<file path="config.mk">
export PLATFORM = sky130hd
export DESIGN_NAME = xbar_rga_sched
export DESIGN_NICKNAME = d
export VERILOG_FILES = /design/src/rtl/xrs_pkg.sv /design/src/rtl/xrs_rr_pick.sv /design/src/rtl/xrs_rr_ptr.sv /design/src/rtl/xbar_rga_sched.sv
export SDC_FILE = /design/constraint.sdc
export NUM_CORES = 2
export LEC_CHECK = 0
export ABC_AREA = 1
export BUFFER_PORTS_ARGS = -buffer_cell sky130_fd_sc_hd__buf_2
export CAP_MARGIN = 25
export CORE_ASPECT_RATIO = 0.7
export CORE_MARGIN = 5
export CORE_UTILIZATION = 49
export CTS_CLUSTER_DIAMETER = 30
export DETAILED_ROUTE_END_ITERATION = 12
export GPL_TIMING_DRIVEN = 0
export PLACE_DENSITY = 0.68
export SLEW_MARGIN = 20
export SYNTH_ARGS = -nofsm -noshare
export SYNTH_HDL_FRONTEND = slang
export SYNTH_SLANG_ARGS = --single-unit
</file>
<file path="constraint.sdc">
create_clock -name clk -period 18 [get_ports clk]
set_input_delay 0 -clock clk [delete_from_list [all_inputs] [get_ports clk]]
set_output_delay 0 -clock clk [all_outputs]
set_load 0.03 [all_outputs]
</file>
<file path="src/rtl/xrs_pkg.sv">
package xrs_pkg;

  // Circular increment of a port index over n ports.
  function automatic int unsigned wrap_inc(input int unsigned v, input int unsigned n);
    return (v + 1 >= n) ? 0 : v + 1;
  endfunction

endpackage

</file>
<file path="src/rtl/xrs_rr_pick.sv">
// Combinational round-robin pick: first set request at or after ptr_i.
module xrs_rr_pick #(
  parameter int unsigned WIDTH = 8,
  parameter int unsigned PW    = $clog2(WIDTH)
) (
  input  logic [WIDTH-1:0] req_i,
  input  logic [PW-1:0]    ptr_i,
  output logic [WIDTH-1:0] pick_oh_o,
  output logic [PW-1:0]    pick_idx_o
);

  always_comb begin
    logic found;
    found      = 1'b0;
    pick_oh_o  = '0;
    pick_idx_o = '0;
    for (int unsigned k = 0; k < WIDTH; k++) begin
      int unsigned pos;
      pos = (int'(ptr_i) + k) % WIDTH;
      if (!found && req_i[pos]) begin
        found          = 1'b1;
        pick_oh_o[pos] = 1'b1;
        pick_idx_o     = PW'(pos);
      end
    end
  end

endmodule

</file>
<file path="src/rtl/xrs_rr_ptr.sv">
// Round-robin pointer: on enable, moves one past the chosen port.
module xrs_rr_ptr
  import xrs_pkg::*;
#(
  parameter int unsigned WIDTH = 8,
  parameter int unsigned PW    = $clog2(WIDTH)
) (
  input  logic          clk,
  input  logic          rst_n,
  input  logic          en_i,
  input  logic [PW-1:0] chosen_i,
  output logic [PW-1:0] ptr_o
);

  logic [PW-1:0] ptr_q, ptr_n;

  always_comb begin
    ptr_n = PW'(wrap_inc(int'(chosen_i), WIDTH));
  end

  always_ff @(posedge clk or negedge rst_n) begin
    if (!rst_n) begin
      ptr_q <= '0;
    end else if (en_i) begin
      ptr_q <= ptr_n;
    end
  end

  assign ptr_o = ptr_q;

endmodule

</file>
<file path="src/rtl/xbar_rga_sched.sv">
module xbar_rga_sched #(
  parameter int unsigned N_PORTS = 8,
  parameter int unsigned N_ITER  = 3
) (
  input  logic                         clk,
  input  logic                         rst_n,
  input  logic                         start_i,
  input  logic [N_PORTS*N_PORTS-1:0]   voq_nempty_i,
  output logic [N_PORTS*N_PORTS-1:0]   match_o,
  output logic                         match_valid_o
);

  localparam int unsigned N    = N_PORTS;
  localparam int unsigned NN   = N_PORTS * N_PORTS;
  localparam int unsigned PW   = $clog2(N_PORTS);
  localparam int unsigned IW   = (N_ITER > 1) ? $clog2(N_ITER) : 1;
  localparam int unsigned LAST = N_ITER - 1;

  // Reset: asserted asynchronously, released on a clock edge.
  logic [1:0] rsync_q;
  logic       rst_int_n;

  always_ff @(posedge clk or negedge rst_n) begin
    if (!rst_n) begin
      rsync_q <= '0;
    end else begin
      rsync_q <= {rsync_q[0], 1'b1};
    end
  end
  assign rst_int_n = rsync_q[1];

  // State
  logic          busy_q, busy_n;
  logic [IW-1:0] iter_q, iter_n;
  logic [NN-1:0] req_q, req_n;
  logic [N-1:0]  in_done_q, in_done_n;
  logic [N-1:0]  out_done_q, out_done_n;
  logic [NN-1:0] match_q, match_n;
  logic          valid_q, valid_n;

  // Per-round exchange
  logic [NN-1:0] gnt_m;
  logic [NN-1:0] acc_m;
  logic [N-1:0]  in_acc;
  logic [N-1:0]  out_acc;
  logic          first_iter;
  logic          start_take;
  logic          upd_en;

  assign first_iter = busy_q && (iter_q == '0);
  assign start_take = start_i && !busy_q;
  assign upd_en     = start_take || busy_q;

  // Output side: grant one requester per free output.
  for (genvar j = 0; j < N; j++) begin : g_out
    logic [N-1:0]  g_req;
    logic [N-1:0]  g_oh;
    logic [PW-1:0] g_idx;
    logic [PW-1:0] g_ptr;
    logic [N-1:0]  col_acc;

    for (genvar i = 0; i < N; i++) begin : g_col
      assign g_req[i]       = busy_q && req_q[i*N+j] && !in_done_q[i] && !out_done_q[j];
      assign gnt_m[i*N+j]   = g_oh[i];
      assign col_acc[i]     = acc_m[i*N+j];
    end

    assign out_acc[j] = |col_acc;

    xrs_rr_pick #(.WIDTH(N), .PW(PW)) u_gpick (
      .req_i      (g_req),
      .ptr_i      (g_ptr),
      .pick_oh_o  (g_oh),
      .pick_idx_o (g_idx)
    );

    xrs_rr_ptr #(.WIDTH(N), .PW(PW)) u_gptr (
      .clk      (clk),
      .rst_n    (rst_int_n),
      .en_i     (first_iter && out_acc[j]),
      .chosen_i (g_idx),
      .ptr_o    (g_ptr)
    );
  end

  // Input side: accept one grant per input.
  for (genvar i = 0; i < N; i++) begin : g_in
    logic [N-1:0]  a_req;
    logic [N-1:0]  a_oh;
    logic [PW-1:0] a_idx;
    logic [PW-1:0] a_ptr;

    assign a_req                = gnt_m[i*N +: N];
    assign acc_m[i*N +: N]      = a_oh;
    assign in_acc[i]            = |a_oh;

    xrs_rr_pick #(.WIDTH(N), .PW(PW)) u_apick (
      .req_i      (a_req),
      .ptr_i      (a_ptr),
      .pick_oh_o  (a_oh),
      .pick_idx_o (a_idx)
    );

    xrs_rr_ptr #(.WIDTH(N), .PW(PW)) u_aptr (
      .clk      (clk),
      .rst_n    (rst_int_n),
      .en_i     (first_iter && in_acc[i]),
      .chosen_i (a_idx),
      .ptr_o    (a_ptr)
    );
  end

  // Next state
  always_comb begin
    busy_n     = busy_q;
    iter_n     = iter_q;
    req_n      = req_q;
    in_done_n  = in_done_q;
    out_done_n = out_done_q;
    match_n    = match_q;
    valid_n    = valid_q;
    if (start_take) begin
      busy_n     = 1'b1;
      iter_n     = '0;
      req_n      = voq_nempty_i;
      in_done_n  = '0;
      out_done_n = '0;
      match_n    = '0;
      valid_n    = 1'b0;
    end else if (busy_q) begin
      match_n    = match_q | acc_m;
      in_done_n  = in_done_q | in_acc;
      out_done_n = out_done_q | out_acc;
      if (iter_q == IW'(LAST)) begin
        busy_n  = 1'b0;
        valid_n = 1'b1;
        iter_n  = '0;
      end else begin
        iter_n = iter_q + 1'b1;
      end
    end
  end

  // Registers
  always_ff @(posedge clk or negedge rst_int_n) begin
    if (!rst_int_n) begin
      busy_q     <= 1'b0;
      iter_q     <= '0;
      req_q      <= '0;
      in_done_q  <= '0;
      out_done_q <= '0;
      match_q    <= '0;
      valid_q    <= 1'b0;
    end else if (upd_en) begin
      busy_q     <= busy_n;
      iter_q     <= iter_n;
      req_q      <= req_n;
      in_done_q  <= in_done_n;
      out_done_q <= out_done_n;
      match_q    <= match_n;
      valid_q    <= valid_n;
    end
  end

  assign match_o       = match_q;
  assign match_valid_o = valid_q;

endmodule

</file>
==> impl_metrics.tcl <==
set metrics [dict create \
    synth_edf_count 0 \
    syn-cell-area_mm2 0.0309 \
    hold_slack_ns 0.150 \
    hpwl_mm 115 \
    io_pins 132 \
    fillers 6594 \
    final_common_cell "nand2_1" \
    grt_pass1_vias 35500 \
    placed_cells 6499 \
    core_area_mm2 0.0628 \
    clk_pin_slew_worst_paths_ns 0.08 \
    routedWlPerCell_um 22.2 \
    seq_area_frac_synth_pct 16.0 \
    setup_tns_ns 0 \
    synth_fp_nets 5711 \
    status "completed" \
    synth_area_per_cell_um2 5.59 \
    antenna_found_initial 7 \
    fin_nets 5935 \
    htree_levels 4 \
    post_cts_buffers 0 \
    worst-path-max-fanout 10 \
    worstSetupPathType "reg -> reg" \
    drtAntennaViolNets 0 \
    cts_buffer_depth 2 \
    endpoint_kind "register" \
    mostFrequentLayoutCells "1411 x nand2_1, 1038 x nand3_1, 828 x nor2_1, 539 x inv_1, 253 x nand4_1" \
    grt_overflow 0 \
    gp_congestion 1.12 \
    vias_per_cell 6.20 \
    clkSinkCount 198 \
    first_pass_iters 9 \
    relSlewSlack_pct 30.8 \
    crit_arrival_ns 7.83 \
    gr-usage-all-layers_pct 41.6 \
    die_y_um 220 \
    design_area_mm2 0.0341 \
    rsz0062_at_grt "no" \
    async_reset_ff_share_pct 100 \
    finalHoldViolations 0 \
    grt_pass1_wl_mm 219 \
    hold_class "reg -> async" \
    remaining_drc_errors 0 \
    cp.required_ns 18.39 \
    fmax_mhz 134 \
    vias 40900 \
    synth_cell_types 61 \
    min_period_over_period_pct 41.3 \
    grt_max_degree 53 \
    area_delta_synth_final_pct 10.2 \
    cp_common_cell "nand2_1" \
    ys.flop_type "dfrtp_1" \
    setup_viol 0 \
    ys_warn_count 0 \
    cpMaxStageDelayCell "nor2_1" \
    slowest_delay_ns 0.68 \
    fp.dieArea_mm2 0.0684 \
    fin_cells 6605 \
    period_needed_ns 7.44 \
    numPortBuffers 131 \
    slew_violations 0 \
    cts_root_buffer "clkbuf_16" \
    clock_latency_ns 0.54 \
    cts_hold_buf 67 \
    rows 77 \
    rrSetupSlack_ns 10.56 \
    ys_ff_latch 198 \
    cts_tree "yes" \
    fin_skew_ns 0.0161 \
    initial_core_util_pct 49.3 \
    worst_slew_pin_slew_ns 1.04 \
    fp.dieW_um 310 \
    cts_resized 0 \
    drtIter0Drc 7128 \
    finalWirelength_mm 147 \
    cap_violations 0 \
    dpl-instance-area_mm2 0.0328 \
    cts_inserted_buffers 17 \
    critPathLaunchType "register" \
    drive_gt1_share_pct 10.3 \
    synthCells 5532 \
]
## registers in the layout (all words and copies together), names as in the netlist, 2 cells and up
name                count
iter_q                  2
g_out.u_gptr.ptr_o     24
rsync_q                 2
req_q                  64
g_in.u_aptr.ptr_o      24
out_done_q              8
match_o                64
in_done_q               8
## per-stage QoR
| step | worst slack, ns | utilization, % |
|---|---|---|
| 6_report | 10.56 | 54.3 |
| 5_1_grt | 10.35 | 54.3 |
| 4_1_cts | 11.23 | 54.2 |
| 3_5_place_dp | 11.22 | 52.2 |
| 3_3_place_gp | 8.95 | 52.0 |
| 2_1_floorplan | 12.07 | - |
## final timing paths
kind | end | depth (start not counted) | startpoint
setup reg to reg | g_out[3].u_gptr.ptr_o[2] | 27 | g_out[1].u_gptr.ptr_o[0]
max in group asynchronous | g_out[6].u_gptr.ptr_o[2] | 2 | rsync_q[1]
hold reg to reg | req_q[57] | 0 | rsync_q[1]
min in group clk | req_q[52] | 4 | voq_nempty_i[52]
setup / recovery | g_out[3].u_gptr.ptr_o[2] | 27 | g_out[1].u_gptr.ptr_o[0]
hold / removal | req_q[57] | 0 | rsync_q[1]
## kinds of logic (layout without fill, tap and decap cells)
| family | after synthesis | after routing | share of synthesized area (%) |
|---|---|---|---|
| other | 1 | 8 | 0.0121 |
| buffers and inverters | 826 | 1063 | 11.0 |
| AO/OA/AOI/OAI | 388 | 388 | 7.70 |
| flip-flops | 198 | 198 | 16.0 |
| AND/OR/NAND/NOR | 4007 | 4007 | 60.7 |
| adder cells (fa/ha/maj) | 112 | 112 | 4.53 |
## layout make-up
cell class,count,area (µm²),share of cell area [%]
Antenna cell,7,17.5,0.0514
Buffer,211,1090,3.21
Clock buffer,19,443,1.30
Clock inverter,13,164,0.481
Inverter,615,2320,6.81
Multi-Input combinational cell,4508,22600,66.2
Sequential cell,198,4960,14.5
Tap cell,829,1040,3.04
Timing Repair Buffer,205,1480,4.33
## cell usage after synthesis (5+ instances only)
cell / instances / area share (%)
clkinv_1: 13 / 0.16
buf_6: 26 / 0.95
nand3b_1: 28 / 0.68
o22ai_1: 30 / 0.61
ha_1: 112 / 4.5
nand2_2: 68 / 1.4
nand4_2: 9 / 0.36
nand2_4: 14 / 0.51
a31oi_1: 10 / 0.20
a22oi_1: 23 / 0.56
nor3_1: 168 / 2.7
clkbuf_1: 106 / 1.3
nor3_2: 9 / 0.29
o31ai_1: 42 / 1.0
nand3_2: 50 / 1.6
nand3_1: 1038 / 17
nor2_4: 24 / 0.87
a211oi_2: 7 / 0.28
o2111ai_1: 12 / 0.34
nand4_1: 253 / 5.1
buf_1: 18 / 0.22
o221ai_1: 6 / 0.17
buf_2: 48 / 0.78
nor2_8: 10 / 0.65
nor2_2: 33 / 0.67
o211ai_1: 10 / 0.24
o21ai_0: 146 / 2.4
a21oi_1: 51 / 0.82
inv_1: 539 / 6.5
nor2_1: 828 / 10
a21boi_0: 7 / 0.17
o21ai_1: 28 / 0.45
o21ai_2: 5 / 0.14
buf_4: 10 / 0.24
nand3_4: 8 / 0.45
dfrtp_1: 198 / 16
or2_2: 22 / 0.44
nand2_1: 1411 / 17
inv_2: 61 / 0.74
or2_1: 13 / 0.26
## worst max-delay path, delay by kind of cell, from the launching register on
kind / cells / cell delay, ns
and+or+nand+nor: 19 / 4.31
buffers and inverters: 6 / 1.65
AOI/OAI and AO/OA: 1 / 0.50
DFF: 1 / 0.44
adders and majority gates: 1 / 0.38
## routing by layer
| layer | track usage [%] | wire (µm) | vias to the layer above |
|---|---|---|---|
| li1 | - | - | 18900 |
| met1 | 59.3 | 60500 | 18600 |
| met2 | 56.1 | 55600 | 3028 |
| met3 | 16.7 | 24500 | 391 |
| met4 | 14.8 | 6090 | 6 |
| met5 | 0.634 | 40 | - |
Power is not shown: default switching activity piles up to over one toggle a cycle in this logic, so the estimate is an artifact.
